<file path="src/rtl/hsw_pkg.sv">
package hsw_pkg;

  typedef enum logic [2:0] {
    ST_OFF   = 3'd0,
    ST_TEST  = 3'd1,
    ST_MATCH = 3'd2,
    ST_RISE  = 3'd3,
    ST_ON    = 3'd4,
    ST_ISO   = 3'd5,
    ST_FALL  = 3'd6,
    ST_FAULT = 3'd7
  } hsw_state_e;

  typedef struct packed {
    logic in_sw;
    logic out_sw;
    logic run;
    logic test;
    logic fault;
  } hsw_drv_t;

  function automatic hsw_drv_t drive_of(hsw_state_e s);
    hsw_drv_t d;
    d = '0;
    case (s)
      ST_TEST:  begin d.run = 1'b1; d.test = 1'b1; end
      ST_MATCH,
      ST_ISO:   begin d.in_sw = 1'b1; d.run = 1'b1; end
      ST_RISE,
      ST_ON,
      ST_FALL:  begin d.in_sw = 1'b1; d.out_sw = 1'b1; d.run = 1'b1; end
      ST_FAULT: d.fault = 1'b1;
      default:  d = '0;
    endcase
    return d;
  endfunction

endpackage

</file>
<file path="src/rtl/hsw_dwell.sv">
module hsw_dwell #(
  parameter int LIMIT = 16
) (
  input  logic clk,
  input  logic rst_n,
  input  logic active,
  output logic expired
);
  localparam int CW = $clog2(LIMIT + 1);
  localparam logic [CW-1:0] LAST = CW'(LIMIT - 1);

  logic [CW-1:0] cnt_q, cnt_d;
  logic          cnt_en;

  assign expired = active && (cnt_q == LAST);

  always_comb begin
    cnt_d  = cnt_q;
    cnt_en = 1'b0;
    if (!active) begin
      cnt_d  = '0;
      cnt_en = (cnt_q != '0);
    end else if (!expired) begin
      cnt_d  = cnt_q + 1'b1;
      cnt_en = 1'b1;
    end
  end

  always_ff @(posedge clk or negedge rst_n) begin
    if (!rst_n)      cnt_q <= '0;
    else if (cnt_en) cnt_q <= cnt_d;
  end
endmodule

</file>
<file path="src/rtl/hsw_match.sv">
module hsw_match #(
  parameter int V_W   = 16,
  parameter int WIN   = 50,
  parameter int COUNT = 16
) (
  input  logic           clk,
  input  logic           rst_n,
  input  logic           active,
  input  logic [V_W-1:0] vout,
  input  logic [V_W-1:0] vbus,
  output logic           matched
);
  localparam int CW = $clog2(COUNT + 1);
  localparam logic [CW-1:0]  LAST  = CW'(COUNT - 1);
  localparam logic [V_W-1:0] WIN_V = V_W'(WIN);

  logic [V_W-1:0] diff;
  logic           in_win;
  logic [CW-1:0]  cnt_q, cnt_d;
  logic           cnt_en;

  assign diff    = (vout >= vbus) ? (vout - vbus) : (vbus - vout);
  assign in_win  = (diff <= WIN_V);
  assign matched = active && in_win && (cnt_q == LAST);

  always_comb begin
    cnt_d  = cnt_q;
    cnt_en = 1'b0;
    if (!active || !in_win) begin
      cnt_d  = '0;
      cnt_en = (cnt_q != '0);
    end else if (!matched) begin
      cnt_d  = cnt_q + 1'b1;
      cnt_en = 1'b1;
    end
  end

  always_ff @(posedge clk or negedge rst_n) begin
    if (!rst_n)      cnt_q <= '0;
    else if (cnt_en) cnt_q <= cnt_d;
  end
endmodule

</file>
<file path="src/rtl/hsw_ramp.sv">
module hsw_ramp #(
  parameter int I_W  = 16,
  parameter int MIN  = 10,
  parameter int MAX  = 400,
  parameter int STEP = 10,
  parameter int DIV  = 1000
) (
  input  logic           clk,
  input  logic           rst_n,
  input  logic           rise,
  input  logic           fall,
  input  logic           park,
  output logic [I_W-1:0] level,
  output logic           at_max,
  output logic           at_min
);
  localparam int DW = $clog2(DIV + 1);
  localparam logic [DW-1:0]  DLAST = DW'(DIV - 1);
  localparam logic [I_W-1:0] LO    = I_W'(MIN);
  localparam logic [I_W-1:0] HI    = I_W'(MAX);
  localparam logic [I_W-1:0] STP   = I_W'(STEP);

  logic [DW-1:0]  div_q, div_d;
  logic           div_en, moving, tick;
  logic [I_W-1:0] lvl_q, lvl_d;
  logic           lvl_en;

  assign moving = rise || fall;
  assign tick   = moving && (div_q == DLAST);
  assign level  = lvl_q;
  assign at_max = (lvl_q == HI);
  assign at_min = (lvl_q == LO);

  always_comb begin
    div_en = 1'b1;
    if (!moving || tick) begin
      div_d  = '0;
      div_en = (div_q != '0);
    end else begin
      div_d = div_q + 1'b1;
    end
  end

  always_comb begin
    lvl_d  = lvl_q;
    lvl_en = 1'b0;
    if (park) begin
      lvl_d  = LO;
      lvl_en = (lvl_q != LO);
    end else if (tick && rise) begin
      lvl_d  = ((HI - lvl_q) <= STP) ? HI : (lvl_q + STP);
      lvl_en = 1'b1;
    end else if (tick && fall) begin
      lvl_d  = ((lvl_q - LO) <= STP) ? LO : (lvl_q - STP);
      lvl_en = 1'b1;
    end
  end

  always_ff @(posedge clk or negedge rst_n) begin
    if (!rst_n)      div_q <= '0;
    else if (div_en) div_q <= div_d;
  end

  always_ff @(posedge clk or negedge rst_n) begin
    if (!rst_n)      lvl_q <= LO;
    else if (lvl_en) lvl_q <= lvl_d;
  end
endmodule

</file>
<file path="src/rtl/hsw_ctrl.sv">
module hsw_ctrl #(
  parameter int V_W       = 16,
  parameter int I_W       = 16,
  parameter int TEST_CYC  = 50000,
  parameter int TEST_IMAX = 20,
  parameter int MATCH_WIN = 50,
  parameter int MATCH_CNT = 16,
  parameter int ILIM_MIN  = 10,
  parameter int ILIM_MAX  = 400,
  parameter int ILIM_STEP = 10,
  parameter int RAMP_DIV  = 1000,
  parameter int SHORT_MV  = 500,
  parameter int ISO_CYC   = 2000000
) (
  input  logic           clk,
  input  logic           rst_n,
  input  logic           en_i,
  input  logic [V_W-1:0] vout_i,
  input  logic [V_W-1:0] vbus_i,
  input  logic [I_W-1:0] iout_i,
  input  logic           ilim_act_i,
  output logic           in_sw_o,
  output logic           out_sw_o,
  output logic           run_o,
  output logic           selftest_o,
  output logic [I_W-1:0] ilim_o,
  output logic           fault_o,
  output logic [2:0]     state_o
);
  import hsw_pkg::*;

  localparam logic [V_W-1:0] SHORT_V = V_W'(SHORT_MV);
  localparam logic [I_W-1:0] TEST_I  = I_W'(TEST_IMAX);

  logic [1:0] rs_q;
  logic       rst_n_int;

  always_ff @(posedge clk or negedge rst_n) begin
    if (!rst_n) rs_q <= 2'b00;
    else        rs_q <= {rs_q[0], 1'b1};
  end
  assign rst_n_int = rs_q[1];

  hsw_state_e state_q, state_d;
  hsw_drv_t   drv;
  logic       test_done, iso_done, matched, at_max, at_min;
  logic       short_seen, vout_ok, test_over;
  logic       rise, fall, park;

  assign short_seen = ilim_act_i && (vout_i < SHORT_V);
  assign vout_ok    = (vout_i > SHORT_V);
  assign test_over  = (iout_i > TEST_I);

  assign rise = (state_q == ST_RISE);
  assign fall = (state_q == ST_FALL);
  assign park = (state_q == ST_OFF) || (state_q == ST_FAULT) ||
                (state_q == ST_TEST) || (state_q == ST_MATCH);

  hsw_dwell #(.LIMIT(TEST_CYC)) u_test_dwell (
    .clk     (clk),
    .rst_n   (rst_n_int),
    .active  (state_q == ST_TEST),
    .expired (test_done)
  );

  hsw_dwell #(.LIMIT(ISO_CYC)) u_iso_dwell (
    .clk     (clk),
    .rst_n   (rst_n_int),
    .active  (state_q == ST_ISO),
    .expired (iso_done)
  );

  hsw_match #(.V_W(V_W), .WIN(MATCH_WIN), .COUNT(MATCH_CNT)) u_match (
    .clk     (clk),
    .rst_n   (rst_n_int),
    .active  (state_q == ST_MATCH),
    .vout    (vout_i),
    .vbus    (vbus_i),
    .matched (matched)
  );

  hsw_ramp #(
    .I_W(I_W), .MIN(ILIM_MIN), .MAX(ILIM_MAX), .STEP(ILIM_STEP), .DIV(RAMP_DIV)
  ) u_ramp (
    .clk    (clk),
    .rst_n  (rst_n_int),
    .rise   (rise),
    .fall   (fall),
    .park   (park),
    .level  (ilim_o),
    .at_max (at_max),
    .at_min (at_min)
  );

  always_comb begin
    state_d = state_q;
    case (state_q)
      ST_OFF:   if (en_i) state_d = ST_TEST;
      ST_TEST: begin
        if (!en_i)          state_d = ST_OFF;
        else if (test_over) state_d = ST_FAULT;
        else if (test_done) state_d = ST_MATCH;
      end
      ST_MATCH: begin
        if (!en_i)        state_d = ST_OFF;
        else if (matched) state_d = ST_RISE;
      end
      ST_RISE: begin
        if (short_seen)  state_d = ST_ISO;
        else if (!en_i)  state_d = ST_FALL;
        else if (at_max) state_d = ST_ON;
      end
      ST_ON: begin
        if (short_seen)  state_d = ST_ISO;
        else if (!en_i)  state_d = ST_FALL;
      end
      ST_FALL: begin
        if (short_seen)  state_d = ST_ISO;
        else if (en_i)   state_d = ST_RISE;
        else if (at_min) state_d = ST_OFF;
      end
      ST_ISO: begin
        if (iso_done) begin
          if (!vout_ok)  state_d = ST_FAULT;
          else if (en_i) state_d = ST_RISE;
          else           state_d = ST_FALL;
        end
      end
      ST_FAULT: if (!en_i) state_d = ST_OFF;
      default:  state_d = ST_OFF;
    endcase
  end

  always_ff @(posedge clk or negedge rst_n_int) begin
    if (!rst_n_int)           state_q <= ST_OFF;
    else if (state_d != state_q) state_q <= state_d;
  end

  assign drv        = drive_of(state_q);
  assign in_sw_o    = drv.in_sw;
  assign out_sw_o   = drv.out_sw;
  assign run_o      = drv.run;
  assign selftest_o = drv.test;
  assign fault_o    = drv.fault;
  assign state_o    = state_q;
endmodule

</file>
<file path="config.mk">
export PLATFORM = sky130hd
export DESIGN_NAME = hsw_ctrl
export DESIGN_NICKNAME = d
export VERILOG_FILES = /design/src/rtl/hsw_pkg.sv /design/src/rtl/hsw_dwell.sv /design/src/rtl/hsw_match.sv /design/src/rtl/hsw_ramp.sv /design/src/rtl/hsw_ctrl.sv
export SDC_FILE = /design/constraint.sdc
export NUM_CORES = 1
export LEC_CHECK = 0
export ABC_AREA = 1
export BUFFER_PORTS_ARGS = -buffer_cell sky130_fd_sc_hd__buf_2
export CAP_MARGIN = 0
export CORE_MARGIN = 8
export CORE_UTILIZATION = 60
export CTS_CLUSTER_SIZE = 24
export DETAILED_ROUTE_END_ITERATION = 7
export PLACE_DENSITY = 0.91
export REMOVE_ABC_BUFFERS = 1
export SYNTH_ARGS = -nofsm -noshare
export SYNTH_HDL_FRONTEND = slang
export SYNTH_SLANG_ARGS = --single-unit
</file>
<file path="constraint.sdc">
create_clock -name clk -period 2.55 [get_ports clk]
set_input_delay 0.1275 -clock clk [delete_from_list [all_inputs] [get_ports clk]]
set_output_delay 0.1275 -clock clk [all_outputs]
set_load 0.02 [all_outputs]
</file>
==> results of run 1 <==
==> per-layer routing <==
metal | vias to the layer above | global-route usage [%]
li1 | 3880 | -
met1 | 3655 | 30.5
met2 | 330 | 43.0
met3 | 59 | 4.38
met4 | 0 | 9.89
met5 | - | 0
==> per-stage QoR <==
step	instances	setup slack, ns
4_1_cts	1391	0.0680
3_3_place_gp	1374	0.119
2_1_floorplan	1123	0.274
6_report	1392	0.117
5_1_grt	1392	0.00371
3_5_place_dp	1374	0.0750
==> cell families (layout without fill, tap and decap cells) <==
group                    count (synthesis)  in the layout  share of synthesized area, %
buffers and inverters                  240            347                          12.8
AO/OA/AOI/OAI                          148            148                          12.1
AND/OR/NAND/NOR                        597            597                          37.6
XOR/XNOR                                32             32                          3.92
adder cells (fa/ha/maj)                 46             46                          8.26
flip-flops                              72             72                          25.2
other                                    2              3                         0.105
==> registers in the layout, indices dropped and copies added (netlist names) <==
| signal | count |
|---|---|
| state_o | 3 |
| u_iso_dwell.cnt_q | 21 |
| u_ramp.div_q | 10 |
| rs_q | 2 |
| u_test_dwell.cnt_q | 16 |
| u_ramp.level | 15 |
| u_match.cnt_q | 5 |
==> final cells by class <==
type                       instances  area [sq um]
antenna                            1          2.50
timing repair buffer             105           606
fill                            1040          3570
clock inverter                     5          81.3
inverter                         226           848
tap                              147           184
clock buffer                      11           233
multi-input combinational        825          4480
sequential                        72          1810
==> cells in the final DEF, fill, tap and decap left out, types with 3 or more instances in the layout <==
cell type / n
nand2_1: 272
inv_1: 208
nor2_1: 105
nand3_1: 80
buf_2: 74
dfrtp_1: 68
o21ai_0: 50
a21oi_1: 47
nor3_1: 45
ha_1: 44
nand4_1: 33
xor2_1: 30
buf_4: 30
inv_2: 14
nor4_1: 12
nand2_2: 11
o22ai_1: 11
clkbuf_16: 9
nor2_2: 8
o21ai_1: 8
nor3_2: 7
a31oi_1: 5
nand3b_1: 5
clkinv_1: 4
nor3b_1: 4
or2_2: 3
a21oi_4: 3
and2_1: 3
a211oi_1: 3
o211ai_1: 3
nor2_4: 3
==> power groups by stage <==
| stage | Sequential [mW] | Clock, mW | Combinational [mW] |
|---|---|---|---|
| floorplan | 1.41 | 0 | 1.63 |
| global placement | 1.33 | 0 | 2.45 |
| detailed placement | 1.34 | 0 | 2.50 |
| CTS | 1.32 | 1.36 | 2.53 |
| global route | 1.33 | 1.41 | 2.91 |
| finish | 1.32 | 1.35 | 2.63 |
==> path summary, 6_finish.rpt <==
check,startpoint,endpoint,slack (ns),cells after the start
min reg2reg,rs_q[0],rs_q[1],0.36,0
max in group asynchronous,rs_q[1],u_ramp.level[2],1.44,1
min in group clk,en_i,state_o[2],0.23,4
max reg2reg,u_ramp.level[1],u_ramp.level[6],0.12,12
min,rst_n,rs_q[1],0.12,2
max,u_ramp.level[1],u_ramp.level[6],0.12,12
==> what timing repair did <==
item                       in CTS  in global routing
setup buffers                   0                  0
resized for setup               0                 14
setup endpoints to repair       0                 16
hold buffers                    1                  0
hold endpoints to repair        2                  0
==> worst max-delay path, cell delays in order, from the launching register on <==
cell	delay, ns
dfstp_2	0.52
inv_1	0.06
ha_1	0.21
or2_2	0.33
nand3_1	0.11
nand2_1	0.07
nor3_2	0.17
nand4_1	0.10
nor2_1	0.14
nand3_1	0.12
buf_4	0.17
a21oi_1	0.13
o22ai_1	0.14
==> out/metrics.cfg, run 1 <==
[placement]
globalplace.congestion = 0.970
placed_area_sq_um = 7860
dp_hpwl_microns = 15600
numPortBuffers = 74

[setup_path]
critPathArrivalTime_ns = 2.61
critPathKind = flip-flop to flip-flop
endpoint_kind = flip-flop
crit_fanout = 4
crit_required_ns = 2.73
startpoint_type = flip-flop

[finish]
post-route-util_pct = 69.8
finalInstanceArea_sq_um = 8240
nNetsFinal = 1337
syn_to_final_growth_pct = 15.2
layout-drive-gt1-share_pct = 14.5

[synth]
synth_cell_types = 53
synth_flop_cell = dfrtp_1
synth.most_common_cell = nand2_1
synth_common_cells = nand2_1, inv_1, nor2_1
synth_edf_count = 0
ys_async_sr_fraction_pct = 100
seq_area_frac_synth_pct = 25.2
synth-seq-cells = 72
synth_area_leader_cell = dfrtp_1
synth_top_area_share_pct = 24.5
synth_cells = 1137
avgSynthCellArea_sq_um = 6.29
synth_area_sq_um = 7150
synth.area.top_cells = dfrtp_1, nand2_1, inv_1, ha_1, nor2_1
yosysWarnings = 0

[timing]
drv_slew = 0
worst_pin_slew_ns = 0.885
clock.fmax_ghz = 0.411
hold_ws_ns = 0.121
fin_crit_sh_pct = 95.4
period_needed_ns = 2.43
setup_violations = 0
fin_tns_setup_ns = 0
rsz0062_at_grt = true
finalClockSkew_ns = 0.00554
slew_headroom_pct = 41.0
hold_viol_final = 0

[clocking]
clk_latency_ns = 0.34
clock_path_buffers = 2
clk_pin_slew_ns = 0.06
h-tree-depth = 3
cts_root_buffer = clkbuf_16
cts_tree = yes
numClockSinks = 72
cts_made_buffers = 9

[floorplanning]
die_h_microns = 125
start_util_pct = 60.5
die_w_microns = 125
die_area_sq_um = 15700
ioPinCount = 76
rows = 40
core_sq_um = 11800

[power]
power.total_mw = 5.30
peakVddDrop_mv = 0.357
power_frac_seq_pct = 24.9
clkPwrFrac_pct = 25.4
power_frac_comb_pct = 49.7
p_leak_nw = 4.41
power.density_nw_per_um2 = 643
p_sw_mw = 2.34
p_int_mw = 2.96
switching_share_pct = 44.2

[route]
wire_per_inst_microns = 14.2
drc_errors = 0
topRoutingLayerUsed = met4
antenna_left = 0
wl_microns = 19800
wl_met1_microns = 8510
viasPerCell = 5.69
wl_met2_microns = 9470
drtIter0Drc = 657
drt_first_pass_iters = 6
dr_total_vias = 7924
wl_met3_microns = 1260

[status]
outcome = finished clean

[global_routing]
grt-ovfl-total = 0
antenna_found_initial = 1
grt.total_usage_pct = 25.0
grt_pass1_vias = 7582
grt_start_max_net_pins = 71
grt_pass1_wl_microns = 33500

[hold_path]
hold_path_class = input pin to async pin

[job]
drv_cap = 0

No activity file was read; power rests on OpenSTA's default activity.
==> run 2, diff against run 1 <==
--- a/config.mk
+++ b/config.mk
@@ -6,13 +6,13 @@
 export NUM_CORES = 1
 export LEC_CHECK = 0
 export ABC_AREA = 1
-export BUFFER_PORTS_ARGS = -buffer_cell sky130_fd_sc_hd__buf_2
 export CAP_MARGIN = 0
 export CORE_MARGIN = 8
 export CORE_UTILIZATION = 60
 export CTS_CLUSTER_SIZE = 24
 export DETAILED_ROUTE_END_ITERATION = 7
-export PLACE_DENSITY = 0.91
+export DONT_BUFFER_PORTS = 1
+export PLACE_DENSITY = 0.86
 export REMOVE_ABC_BUFFERS = 1
 export SYNTH_ARGS = -nofsm -noshare
 export SYNTH_HDL_FRONTEND = slang
==> run 2 against run 1 <==
  * Clock skew is 0.0042 ns higher
  * Final cell count down 4.7%
  * Via count fell by 5.1%
  * Hold slack lost 0.099 ns
  * Sequential share of layout area up 0.78 points
  * First-iteration DRC count fell by 1.5%
  * Clock-buffer cell count increased by 1
  * Sequential power hardly changed
  * Die area unchanged
==> out/metrics.cfg, run 2 (same netlist as run 1, synthesis figures left out) <==
[route]
dr_total_vias = 7522  ; -5.1%
wire_per_inst_microns = 14.7  ; +3.6%
drt_first_pass_iters = 6  ; unchanged
antenna_left = 0  ; unchanged
wl_met3_microns = 1490  ; +19%
topRoutingLayerUsed = met4
drtIter0Drc = 647  ; -1.5%
wl_met2_microns = 9240  ; -2.4%
drc_errors = 0  ; unchanged
wl_microns = 19500  ; -1.3%
viasPerCell = 5.67  ; -0.35%
wl_met1_microns = 8530  ; +0.24%

[timing]
finalClockSkew_ns = 0.00972  ; +0.00418 ns
setup_violations = 0  ; unchanged
layout_setup_ws_ns = 0.0945  ; -0.0226 ns
fin_tns_setup_ns = 0  ; unchanged
slew_headroom_pct = 53.3  ; +12 points
clock.fmax_ghz = 0.407  ; -0.92%
hold_viol_final = 0  ; unchanged
drv_slew = 0  ; unchanged
rsz0062_at_grt = true
period_needed_ns = 2.46  ; +0.0226 ns
worst_pin_slew_ns = 0.701  ; -0.184 ns
fin_crit_sh_pct = 96.3  ; +0.88 points

[clocking]
numClockSinks = 72  ; unchanged
clk_pin_slew_ns = 0.06  ; about the same
clock_path_buffers = 2  ; unchanged
cts_tree = yes
cts_made_buffers = 9  ; unchanged
h-tree-depth = 3  ; unchanged
clk_latency_ns = 0.34  ; about the same
cts_root_buffer = clkbuf_16

[placement]
dp_hpwl_microns = 15400  ; -1.4%
numPortBuffers = 0  ; -100%
place_ws_ns = 0.0704  ; -0.00461 ns
globalplace.congestion = 1.01  ; +3.7%

[status]
outcome = finished clean

[finish]
syn_to_final_growth_pct = 11.2
nNetsFinal = 1272  ; -4.9%
largest_reg_flops = 21  ; unchanged
multi_input_comb_area_sq_um = 4460  ; -0.47%
top_register = u_iso_dwell.cnt_q
post-route-util_pct = 67.3  ; -2.4 points
seqCellArea_sq_um = 1810  ; about the same
layout-drive-gt1-share_pct = 9.67  ; -4.8 points
mostFrequentLayoutCell = nand2_1
layout_common_cells = nand2_1, inv_1, nor2_1
antenna_cells = 0  ; -1
nFillCells = 1060  ; +1.9%

[setup_path]
crit_chain = nor2_1, nand3_1, nor4_1, nand3_1, o211ai_1, nand4_1, nor3_1, a22oi_1
endpoint_kind = flip-flop
critPathKind = flip-flop to flip-flop
slowest_delay_ns = 0.49  ; -0.03 ns
cp_slowest_cell = nor4_1
startpoint_type = flip-flop
crit_fanout = 5  ; +1
cp_common_cell = nand3_1
critPathArrivalTime_ns = 2.67  ; +0.06 ns
cp.buffers_inverters = 0  ; -2
crit_required_ns = 2.76  ; +0.03 ns
critical_path.top_delay_family = simple AND/OR/NAND/NOR gates

[power]
power.density_nw_per_um2 = 665  ; +3.4%
peakVddDrop_mv = 0.393  ; +10%
p_leak_nw = 4.14  ; -6.2%

[global_routing]
antenna_found_initial = 0  ; -1
grt.total_usage_pct = 23.8  ; -1.2 points
grt_pass1_vias = 6791  ; -10%
grt_pass1_wl_microns = 31500  ; -5.9%
grt_start_max_net_pins = 40  ; -44%
grt-ovfl-total = 0  ; unchanged

[floorplanning]
die_area_sq_um = 15700  ; unchanged
rows = 40  ; unchanged
die_w_microns = 125  ; unchanged
ioPinCount = 76  ; unchanged
start_util_pct = 60.5  ; unchanged
die_h_microns = 125  ; unchanged
core_sq_um = 11800  ; unchanged

[hold_path]
hold_path_class = input pin to async pin

[job]
drv_cap = 0  ; unchanged

## run 2: changes by cell type in the layout (fill, tap and decap cells not counted), moves of 2 or more
cell and delta:
buf_4 +8, nor3_1 +3, nor3_2 -2, buf_2 -74, clkbuf_1 -2, clkbuf_8 +3
## run 2: final cells by class
class / count / area share (%)
inverters: 226 / 10.7
clock buffers: 12 / 3.35
multi-input cells: 825 / 56.1
flip-flops and latches: 72 / 22.7
repair buffers: 40 / 3.97
well taps: 147 / 2.31
clock inverters: 4 / 0.944
## run 2: worst paths after layout
kind                                   from              end  slack [ns]  cells after the start
setup / recovery           u_ramp.level[10]       state_o[0]        0.09                      8
hold / removal                        rst_n          rs_q[0]        0.02                      1
setup reg to reg           u_ramp.level[10]       state_o[0]        0.09                      8
hold reg to reg                     rs_q[1]       state_o[2]        0.32                      0
max in group asynchronous           rs_q[1]  u_ramp.level[1]        1.50                      1
min in group clk                       en_i       state_o[2]        0.06                      3
## run 2: repair_timing
action                     4_1_cts  5_1_grt
hold endpoints to repair         2        0
setup endpoints to repair        0       12
buffers inserted                 0        0
hold buffers                     1        0
gates resized for setup          0        9
## run 2: worst reg2reg max path, cell delays in order (launching register included)
cell	delay, ns
dfrtp_1	0.39
nor2_1	0.42
nand3_1	0.23
nor4_1	0.49
nand3_1	0.24
o211ai_1	0.23
nand4_1	0.11
nor3_1	0.14
a22oi_1	0.08
## run 2: through the flow
step	hold WS, ns	std cells	cell area [sq um]	power [mW]
floorplan	-0.168	1123	7080	3.05
finish	0.0216	1326	7950	5.28
CTS	0.0128	1326	7920	5.21
global placement	-0.168	1309	7570	3.73
detailed placement	-0.168	1309	7570	3.76
global route	0.0277	1326	7950	5.60
## run 2: report_power, final
part | total (mW) | internal, mW | switching [mW]
Clock | 1.43 | 0.937 | 0.492
Sequential | 1.32 | 1.25 | 0.0703
Combinational | 2.54 | 0.804 | 1.74
Total | 5.28 | 2.99 | 2.30
## run 2: routing by layer
layer,vias up,track usage [%]
met3,24,4.80
met4,0,6.16
met5,-,0
met2,298,40.1
met1,3469,30.5
li1,3731,-
